--- src/rtl/nn_seq_pkg.sv ---
package nn_seq_pkg;
  localparam int LANES    = 4;
  localparam int ROWS     = LANES;
  localparam int ROW_W    = $clog2(ROWS);
  localparam int TBL_BITS = 8;
  localparam int TBL_SIZE = 1 << TBL_BITS;

  typedef struct packed {
    logic             issue;
    logic [ROW_W-1:0] issueRow;
    logic             layer;
    logic [ROW_W-1:0] resRow;
  } ctrl_t;

  // One table entry; idx is the two's-complement input in 1/16 steps.
  function automatic int sigEntry(input int idx, input int frac);
    int s, a, one, f;
    s   = (idx >= TBL_SIZE / 2) ? idx - TBL_SIZE : idx;
    a   = (s < 0) ? -s : s;
    one = 1 << frac;
    if (a >= 80)      f = one;
    else if (a >= 38) f = ((a * one) >> 9) + ((27 * one) >> 5);
    else if (a >= 16) f = ((a * one) >> 7) + ((5 * one) >> 3);
    else              f = ((a * one) >> 6) + (one >> 1);
    if (s < 0) f = one - f;
    return f;
  endfunction
endpackage

--- src/rtl/nn_seq_sigmoid.sv ---
module nn_seq_sigmoid
  import nn_seq_pkg::*;
#(
  parameter int LANE_W = 16,
  parameter int FRAC   = 10,
  localparam int WORD_W = LANE_W * LANES
) (
  input  logic              clk,
  input  logic              rstN,
  input  logic              inValid,
  input  logic [WORD_W-1:0] inData,
  output logic              outValid,
  output logic [WORD_W-1:0] outData
);
  localparam logic signed [LANE_W-1:0] HI_LIM = LANE_W'((8 << FRAC) - (1 << (FRAC - 4)));
  localparam logic signed [LANE_W-1:0] LO_LIM = LANE_W'(-(8 << FRAC));

  logic [LANE_W-1:0] lut [TBL_SIZE];

  for (genvar e = 0; e < TBL_SIZE; e++) begin : g_lut
    assign lut[e] = LANE_W'(sigEntry(e, FRAC));
  end

  for (genvar g = 0; g < LANES; g++) begin : g_lane
    logic signed [LANE_W-1:0] laneIn, clamped;
    assign laneIn = inData[g*LANE_W +: LANE_W];
    always_comb begin
      if (laneIn > HI_LIM)      clamped = HI_LIM;
      else if (laneIn < LO_LIM) clamped = LO_LIM;
      else                      clamped = laneIn;
    end
    always_ff @(posedge clk) begin
      outData[g*LANE_W +: LANE_W] <= lut[clamped[FRAC+3:FRAC-4]];
    end
  end

  always_ff @(posedge clk) begin
    if (!rstN) outValid <= 1'b0;
    else       outValid <= inValid;
  end
endmodule

--- src/rtl/nn_seq_ctrl.sv ---
module nn_seq_ctrl
  import nn_seq_pkg::*;
(
  input  logic  clk,
  input  logic  rstN,
  input  logic  start,
  input  logic  sigValid,
  output ctrl_t ctl,
  output logic  ready,
  output logic  done
);
  typedef enum logic [1:0] {S_IDLE, S_ISSUE, S_COLLECT, S_FIN} state_t;

  state_t           state;
  logic             layer;
  logic [ROW_W-1:0] issueRow, resRow;

  always_ff @(posedge clk) begin
    if (!rstN) begin
      state    <= S_IDLE;
      layer    <= 1'b0;
      issueRow <= '0;
      resRow   <= '0;
    end else begin
      case (state)
        S_IDLE: if (start) begin
          state    <= S_ISSUE;
          layer    <= 1'b0;
          issueRow <= '0;
          resRow   <= '0;
        end
        S_ISSUE: begin
          if (issueRow == ROW_W'(ROWS - 1)) begin
            issueRow <= '0;
            state    <= S_COLLECT;
          end else begin
            issueRow <= issueRow + 1'b1;
          end
        end
        S_COLLECT: if (sigValid) begin
          if (resRow == ROW_W'(ROWS - 1)) begin
            resRow <= '0;
            if (!layer) begin
              layer <= 1'b1;
              state <= S_ISSUE;
            end else begin
              state <= S_FIN;
            end
          end else begin
            resRow <= resRow + 1'b1;
          end
        end
        default: state <= S_IDLE;
      endcase
    end
  end

  always_comb begin
    ctl.issue    = (state == S_ISSUE);
    ctl.issueRow = issueRow;
    ctl.layer    = layer;
    ctl.resRow   = resRow;
  end

  assign ready = (state == S_IDLE);
  assign done  = (state == S_FIN);
endmodule

--- src/rtl/nn_seq_dp.sv ---
module nn_seq_dp
  import nn_seq_pkg::*;
#(
  parameter int LANE_W = 16,
  parameter int FRAC   = 10,
  localparam int WORD_W = LANE_W * LANES
) (
  input  logic              clk,
  input  logic              rstN,
  input  ctrl_t             ctl,
  output logic              sigValid,
  output logic              inRdEn,
  output logic [ROW_W-1:0]  inRdAddr,
  input  logic [WORD_W-1:0] inRdData,
  output logic              wRdEn,
  output logic [ROW_W:0]    wRdAddr,
  input  logic [WORD_W-1:0] wRdData,
  output logic              mmStatValid,
  output logic [WORD_W-1:0] mmStatData,
  output logic              mmMoveValid,
  output logic [WORD_W-1:0] mmMoveData,
  input  logic              mmResValid,
  input  logic [WORD_W-1:0] mmResData,
  output logic              outWe,
  output logic [ROW_W-1:0]  outAddr,
  output logic [WORD_W-1:0] outWrData
);
  localparam logic [WORD_W-1:0] ONES_ROW = {LANES{LANE_W'(1 << FRAC)}};

  logic              pendValid, pendLayer;
  logic [ROW_W-1:0]  pendRow;
  logic [WORD_W-1:0] actBuf [ROWS];
  logic [WORD_W-1:0] sigData;

  assign inRdEn   = ctl.issue & ~ctl.layer;
  assign inRdAddr = ctl.issueRow;
  assign wRdEn    = ctl.issue;
  assign wRdAddr  = {ctl.layer, ctl.issueRow};

  always_ff @(posedge clk) begin
    if (!rstN) begin
      pendValid <= 1'b0;
      pendLayer <= 1'b0;
      pendRow   <= '0;
    end else begin
      pendValid <= ctl.issue;
      pendLayer <= ctl.layer;
      pendRow   <= ctl.issueRow;
    end
  end

  assign mmStatValid = pendValid;
  assign mmMoveValid = pendValid;
  assign mmMoveData  = wRdData;
  always_comb begin
    if (!pendLayer)                          mmStatData = inRdData;
    else if (pendRow == ROW_W'(ROWS - 1))    mmStatData = ONES_ROW;
    else                                     mmStatData = actBuf[pendRow];
  end

  nn_seq_sigmoid #(.LANE_W(LANE_W), .FRAC(FRAC)) u_sig (
    .clk(clk), .rstN(rstN),
    .inValid(mmResValid), .inData(mmResData),
    .outValid(sigValid), .outData(sigData)
  );

  always_ff @(posedge clk) begin
    if (sigValid && !ctl.layer) actBuf[ctl.resRow] <= sigData;
  end

  assign outWe     = sigValid & ctl.layer;
  assign outAddr   = ctl.resRow;
  assign outWrData = sigData;
endmodule

--- src/rtl/nn_seq_top.sv ---
module nn_seq_top
  import nn_seq_pkg::*;
#(
  parameter int LANE_W = 16,
  parameter int FRAC   = 10,
  localparam int WORD_W = LANE_W * LANES
) (
  input  logic              clk,
  input  logic              rstN,
  input  logic              start,
  output logic              ready,
  output logic              done,
  output logic              inRdEn,
  output logic [ROW_W-1:0]  inRdAddr,
  input  logic [WORD_W-1:0] inRdData,
  output logic              wRdEn,
  output logic [ROW_W:0]    wRdAddr,
  input  logic [WORD_W-1:0] wRdData,
  output logic              mmStatValid,
  output logic [WORD_W-1:0] mmStatData,
  output logic              mmMoveValid,
  output logic [WORD_W-1:0] mmMoveData,
  input  logic              mmResValid,
  input  logic [WORD_W-1:0] mmResData,
  output logic              outWe,
  output logic [ROW_W-1:0]  outAddr,
  output logic [WORD_W-1:0] outWrData
);
  ctrl_t ctl;
  logic  sigValid;

  nn_seq_ctrl u_ctrl (
    .clk(clk), .rstN(rstN), .start(start), .sigValid(sigValid),
    .ctl(ctl), .ready(ready), .done(done)
  );

  nn_seq_dp #(.LANE_W(LANE_W), .FRAC(FRAC)) u_dp (
    .clk(clk), .rstN(rstN), .ctl(ctl), .sigValid(sigValid),
    .inRdEn(inRdEn), .inRdAddr(inRdAddr), .inRdData(inRdData),
    .wRdEn(wRdEn), .wRdAddr(wRdAddr), .wRdData(wRdData),
    .mmStatValid(mmStatValid), .mmStatData(mmStatData),
    .mmMoveValid(mmMoveValid), .mmMoveData(mmMoveData),
    .mmResValid(mmResValid), .mmResData(mmResData),
    .outWe(outWe), .outAddr(outAddr), .outWrData(outWrData)
  );
endmodule

--- config.mk ---
export PLATFORM = sky130hd
export DESIGN_NAME = nn_seq_top
export DESIGN_NICKNAME = d
export VERILOG_FILES = /design/src/rtl/nn_seq_pkg.sv /design/src/rtl/nn_seq_sigmoid.sv /design/src/rtl/nn_seq_ctrl.sv /design/src/rtl/nn_seq_dp.sv /design/src/rtl/nn_seq_top.sv
export SDC_FILE = /design/constraint.sdc
export NUM_CORES = 1
export LEC_CHECK = 0
export ABC_AREA = 1
export CAP_MARGIN = 5
export CORE_AREA = 2 2 188 190
export CTS_BUF_LIST = sky130_fd_sc_hd__clkbuf_16
export DETAILED_ROUTE_END_ITERATION = 10
export DIE_AREA = 0 0 190 192
export HOLD_SLACK_MARGIN = 0.06
export PLACE_DENSITY = 0.86
export REMOVE_ABC_BUFFERS = 1
export SKIP_LAST_GASP = 1
export SLEW_MARGIN = 20
export SYNTH_ARGS = -nofsm -noshare
export SYNTH_HDL_FRONTEND = slang
export SYNTH_HIERARCHICAL = 1
export SYNTH_SLANG_ARGS = --single-unit
--- constraint.sdc ---
create_clock -name clk -period 5.2 [get_ports clk]
set_clock_uncertainty 0.2 [all_clocks]
set_input_delay 0.52 -clock clk [delete_from_list [all_inputs] [get_ports clk]]
set_output_delay 0.52 -clock clk [all_outputs]
set_load 0.05 [all_outputs]
==> summary.md, run 1 <==
| Metric | Value |
|---|---|
| Status | `finished clean` |
| Cell area after layout | `18,400 sq um` |
| Vias in the first global route | `11,900` |
| All-Layer GR Usage | `24.0%` |
| Die height | `192 um` |
| Routed length per instance | `19.1 um` |
| Die area | `36,500 sq um` |
| Top_reg_cell synth | `edfxtp_1` |
| Startpoint types | `register` |
| CP required | `4.48 ns` |
| Distinct cells, synth | `36` |
| Pleak | `0.00749 uW` |
| Grt total ovfl | `0` |
| Asr flop ratio synth | `0%` |
| Io pins | `402` |
| HP Class | `reg -> reg` |
| Final hold vios | `0` |
| Clock sinks | `304` |
| Placed cell count | `2,284` |
| Via Count | `12,500` |
| Clock power frac | `29.1%` |
| R2R depth | `3` |
| Final period util | `80.9%` |
| Setup TNS | `0 ns` |
| RSZ-0062 raised after global routing | `no` |
| Ratio of cells with drive above 1 in the final layout | `6.90%` |
| Yosys reg bits | `304` |
| Detailed Place HPWL | `31,500 um` |
| Post-CTS Resized | `0` |
| Hold Slack | `0.299 ns` |
| CP endpoint kind | `primary output` |
| Worst r2r dst | `u_dp/actBuf[1][34]` |
| Hold_buf cts | `0` |
| Layout Nets | `2,059` |
| Cell count after synthesis | `1,704` |
| Synth Warn # | `6` |
| Final Max Tran Viols | `0` |
| Worst reg2reg path startpoint | `u_ctrl/resRow[0]` |
| Power per Cell Area | `414 nW/um^2` |
| P_sw | `2670 uW` |
| Area grow syn2layout | `20.4%` |
| Worst slew pin tran | `1.01 ns` |
| Placer Congestion | `0.884` |
| Peak VDD IR | `0.000239 V` |
| Antenna Violating Nets Remaining | `0` |
| CP Max Fanout | `95` |
| TritonCTS Buffers | `30` |
| DR DRC count | `0` |
| Non-Filler Instances | `2,340` |
| Initial DRC count | `1,075` |
| FF-to-FF setup slack | `3.17 ns` |
| Register share of total power | `40.2%` |
| Switching Fraction | `35.1%` |
| CTS tree | `done` |
| Worst-skew pair later-pin latency | `0.54 ns` |
| Max_cap viols | `0` |
| Average vias per placed instance | `5.34` |
| End of the worst hold path | `u_dp/actBuf[3][57]` |
| Post-CTS Setup Inserts | `0` |
| Post-synth EDFFs | `252` |
| CTS H-Tree Depth | `1` |
| Kind of critical path | `reg -> out` |
| Final Setup Violations | `0` |
| Largest net degree at the start of global routing | `96` |
| Antenna violations before repair | `0` |
| Critical path arrival | `3.49 ns` |
| Post-route minimum period | `4.21 ns` |
| # rows | `68` |
| First drt pass iteration count | `7` |
| I/O Buffers | `249` |
| Post-synthesis sequential area ratio | `56.4%` |
| CORE AREA | `34,300 sq um` |
| Worst hold stages | `0` |
| Clock Root Buffer | `clkbuf_16` |
| Achievable Freq | `238 MHz` |
| Worst-case clock buffer depth | `3` |
| # fillers | `3,030` |
| Hold_sp | `u_dp/u_sig/outData[57]` |
| Power share of the combinational group | `30.7%` |
| Final Util | `53.6%` |
| Rel. slew slack | `32.9%` |
| Synthesized area | `15,300 sq um` |
| Clock slew at reported path FFs | `0.06 ns` |
| Pint | `4930 uW` |
| Dpl cell area | `17,300 sq um` |
| Antenna diode count | `0` |
| Initial core utilization | `44.5%` |
| Final wirelength | `44,700 um` |
| First-pass GRT wire length | `66,800 um` |
| Die X | `190 um` |
| Syn Area/Cell | `8.96 sq um` |
[metrics by stage]
stage               worst slack (ns)  power, uW
floorplan                     -0.822       4620
global placement                1.60       5390
detailed placement              1.52       5430
CTS                            0.935       7630
global route                   0.748       7940
finish                         0.991       7600
[how the worst max path moves through the flow]
| stage | start | endpoint | slack [ns] |
|---|---|---|---|
| global route | u_dp/pendRow[0] | mmStatData[7] | 0.75 |
| CTS | u_dp/pendRow[0] | mmStatData[31] | 0.94 |
| global placement | u_dp/pendRow[0] | mmStatData[59] | 1.60 |
| floorplan | u_ctrl/resRow[0] | u_dp/actBuf[1][0] | -0.82 |
| detailed placement | u_dp/pendRow[0] | mmStatData[31] | 1.52 |
| finish | u_dp/pendRow[0] | mmStatData[14] | 0.99 |
[critical path, stage by stage (launching register included)]
cell and delay [ns]:
dfxtp_4 0.50, inv_4 0.76, buf_4 0.47, nand2_1 0.10, nand3_1 0.09, nand3_1 0.11
nand2_1 0.10, clkdlybuf4s50_1 0.79
[final cells by class]
type	count	area, sq um	area share (%)
timing repair buffer	264	2610	14.2
inverter	123	468	2.55
tap	455	569	3.10
clock buffer	31	776	4.22
sequential	304	8620	46.9
clock inverter	25	260	1.42
multi-input combinational	1138	5080	27.6
[sequential cells by signal, indices dropped and copies added, names as in the netlist]
| register | count |
|---|---|
| u_ctrl/state | 2 |
| u_dp/actBuf | 252 |
| u_dp/u_sig/outData | 40 |
| u_ctrl/layer | 1 |
| u_dp/pendRow | 2 |
| u_dp/mmMoveValid | 1 |
| u_dp/u_sig/outValid | 1 |
| u_ctrl/resRow | 2 |
| u_dp/pendLayer | 1 |
| u_ctrl/issueRow | 2 |
[layout by cell type (no fill, tap or decap), types with 3 or more instances in the layout]
master / synthesis / routed
a31oi_1: 4 / 4
nand2_4: 5 / 5
inv_1: 100 / 103
clkinv_2: 1 / 4
nor3_2: 0 / 4
clkinvlp_4: 0 / 3
nand3b_1: 3 / 3
buf_4: 108 / 15
conb_1: 1 / 24
clkbuf_16: 0 / 31
nor2_4: 9 / 9
nand3_1: 272 / 272
o21ai_1: 9 / 9
nand2_1: 599 / 599
clkinv_1: 0 / 7
nor3_1: 15 / 11
o21ai_0: 43 / 43
dfxtp_1: 52 / 50
o211ai_1: 7 / 7
a21oi_4: 4 / 4
a21oi_1: 21 / 21
clkdlybuf4s50_1: 0 / 249
bufinv_16: 0 / 5
nor2_2: 3 / 3
nand4_1: 7 / 7
nor2_1: 84 / 84
nand2_2: 14 / 14
o31ai_1: 3 / 3
nand3_2: 3 / 3
edfxtp_1: 252 / 252
inv_2: 21 / 20
[layer usage]
layer	part of all wire, %	global-route usage, %	vias to the layer above
met4	2.1	5.87	4
met2	44	37.5	684
li1	-	-	5863
met5	0.43	4.53	-
met3	13	10.4	76
met1	40	30.2	5857
[logic make-up (layout without fill, tap and decap cells)]
logic type | after synthesis | count (layout) | share of synthesized area (%)
other | 1 | 24 | 0.0246
AO/OA/AOI/OAI | 95 | 95 | 3.69
flip-flops | 304 | 304 | 56.4
buffers and inverters | 285 | 443 | 11.0
adder cells (fa/ha/maj) | 2 | 2 | 0.164
AND/OR/NAND/NOR | 1017 | 1017 | 28.7
[Yosys cell counts (9+ instances only)]
cell / count / area (sq um)
nand2_1: 599 / 2250
nand3_1: 272 / 1360
edfxtp_1: 252 / 7570
buf_4: 108 / 811
inv_1: 100 / 375
nor2_1: 84 / 315
dfxtp_1: 52 / 1040
o21ai_0: 43 / 215
buf_2: 25 / 125
buf_6: 23 / 259
a21oi_1: 21 / 105
inv_2: 21 / 78.8
nor3_1: 15 / 75.1
nand2_2: 14 / 87.6
nor2_4: 9 / 101
o21ai_1: 9 / 45.0
[power groups by stage]
stage	Combinational, uW	Clock (uW)	Sequential (uW)
2_1_floorplan	1330	0	3300
5_1_grt	2510	2340	3080
3_5_place_dp	2320	0	3110
3_3_place_gp	2290	0	3100
6_report	2330	2210	3060
4_1_cts	2330	2250	3060
No activity file was read; power rests on OpenSTA's default activity.
==> inputs of run 2 (changes only) <==
==> constraint.sdc (replaced) <==
create_clock -name clk -period 3.4 [get_ports clk]
set_clock_uncertainty 0.2 [all_clocks]
set_input_delay 0.34 -clock clk [delete_from_list [all_inputs] [get_ports clk]]
set_output_delay 0.34 -clock clk [all_outputs]
set_load 0.05 [all_outputs]
==> summary.md, run 2 (synthesized netlist as in run 1, its figures left out) <==
| Metric | Value |
|---|---|
| Status | `finished clean` |
| Highest-count cells in the layout ignoring fill and taps | `599 x nand2_1, 272 x nand3_1, 252 x edfxtp_1` |
| Detailed Place HPWL | `31,200 um` |
| Area grow syn2layout | `24.6%` |
| Kind of critical path | `reg -> out` |
| Routed length per instance | `19.0 um` |
| Rel. slew slack | `41.1%` |
| Ratio of cells with drive above 1 in the final layout | `10.2%` |
| Hold_buf cts | `0` |
| Critical path arrival | `2.60 ns` |
| # rows | `68` |
| Worst-skew pair later-pin latency | `0.55 ns` |
| Final period util | `92.4%` |
| Io pins | `402` |
| Initial DRC count | `973` |
| Critical-path cell list | `buf_4, inv_2, a21oi_4, buf_12, nand3_1, nand2_1, buf_12` |
| All-Layer GR Usage | `23.9%` |
| Post-CTS Resized | `0` |
| Pleak | `0.00786 uW` |
| CORE AREA | `34,300 sq um` |
| Largest net degree at the start of global routing | `68` |
| First-pass GRT wire length | `67,100 um` |
| Worst slew pin tran | `0.882 ns` |
| Final Util | `55.5%` |
| HP Class | `in -> reg` |
| Most used cell, CP | `buf_12` |
| DR DRC count | `0` |
| CP peak stage delay | `0.67 ns` |
| CP max-delay cell | `a21oi_4` |
| Average vias per placed instance | `5.34` |
| Power, Total | `11,900 uW` |
| Placer Congestion | `0.912` |
| Clock slew at reported path FFs | `0.06 ns` |
| Largest Register | `u_dp/actBuf` |
| First drt pass iteration count | `7` |
| Most common cell after layout, fill and taps aside | `nand2_1` |
| Antenna diode count | `0` |
| Final Setup Violations | `0` |
| Via Count | `12,500` |
| Vias in the first global route | `12,100` |
| Final Max Tran Viols | `0` |
| CTS H-Tree Depth | `1` |
| CP required | `2.86 ns` |
| Die X | `190 um` |
| Startpoint types | `register` |
| TritonCTS Buffers | `31` |
| Peak VDD IR | `0.000363 V` |
| Final wirelength | `44,600 um` |
| Worst-case clock buffer depth | `3` |
| Top flop regs | `u_dp/actBuf: 252 flops, u_dp/u_sig/outData: 40 flops` |
| Layout Nets | `2,063` |
| Clock Root Buffer | `clkbuf_16` |
| Die height | `192 um` |
| Max_cap viols | `0` |
| Die area | `36,500 sq um` |
| CTS tree | `done` |
| Post-route minimum period | `3.14 ns` |
| Largest register FFs | `252` |
| CP endpoint kind | `primary output` |
| I/O Buffers | `249` |
| Clock sinks | `304` |
| CP Max Fanout | `37` |
| RSZ-0062 raised after global routing | `no` |
| Achievable Freq | `318 MHz` |
| Antenna Violating Nets Remaining | `0` |
| Power per Cell Area | `625 nW/um^2` |
| Delay-heaviest family, CP | `buffers and inverters` |
| Initial core utilization | `44.5%` |
| Worst path bufs/invs | `4` |
| Antenna violations before repair | `0` |
| Grt total ovfl | `0` |
| Final hold vios | `0` |
| Post-CTS Setup Inserts | `0` |
run 2: cell types whose count changed in the layout (fill, tap and decap cells not counted), moves of 3 or more:
cell / before / now
buf_12: 0 / 69
bufinv_16: 5 / 2
clkdlybuf4s50_1: 249 / 185
inv_1: 103 / 107
run 2: stage by stage:
step | cell area, sq um | hold WS [ns] | worst slack [ns] | TNS (ns) | instances
after floorplan | 14100 | 0.212 | -2.62 | -727.49 | 1565
after global placement | 18100 | 0.255 | 0.603 | 0 | 2287
after detailed placement | 18100 | 0.287 | 0.584 | 0 | 2287
after CTS | 19000 | 0.109 | 0.177 | 0 | 2345
after global routing | 19000 | 0.138 | 0.0780 | 0 | 2345
final | 19000 | 0.132 | 0.259 | 0 | 2345
run 2: cell type report:
cell class	instances	area, sq um
Clock inverter	27	176
Clock buffer	31	776
Multi-Input combinational cell	1138	5080
Fill cell	2923	15300
Timing Repair Buffer	267	3330
Tap cell	455	569
Sequential cell	304	8620
Inverter	123	468
run 2: worst paths after layout:
kind	startpoint	slack (ns)	cells after the start	end
hold reg to reg	u_dp/u_sig/outData[58]	0.30	0	u_dp/actBuf[1][58]
hold / removal	mmResValid	0.13	3	u_dp/u_sig/outValid
setup reg to reg	u_ctrl/resRow[0]	1.49	3	u_dp/actBuf[1][48]
setup / recovery	u_dp/pendLayer	0.26	7	mmStatData[54]
run 2: routing by layer:
layer  up-vias  part of all wire, %  GRT usage, %
li1       5863                    -             -
met1      5847                   39          29.9
met2       715                   45          37.8
met3       102                   13          9.61
met4         6                  2.2          6.86
met5         -                 0.63          6.87
run 2: worst min-delay path, stage by stage:
cell and delay, ns:
clkdlybuf4s50_1 0.39, nand2_1 0.06, inv_1 0.04
run 2: where the power goes:
part / internal, uW / leakage [uW] / switching (uW)
Combinational: 1470 / 0.00462 / 2640
Sequential: 4430 / 0.00274 / 200
Clock: 1800 / 0.000494 / 1340
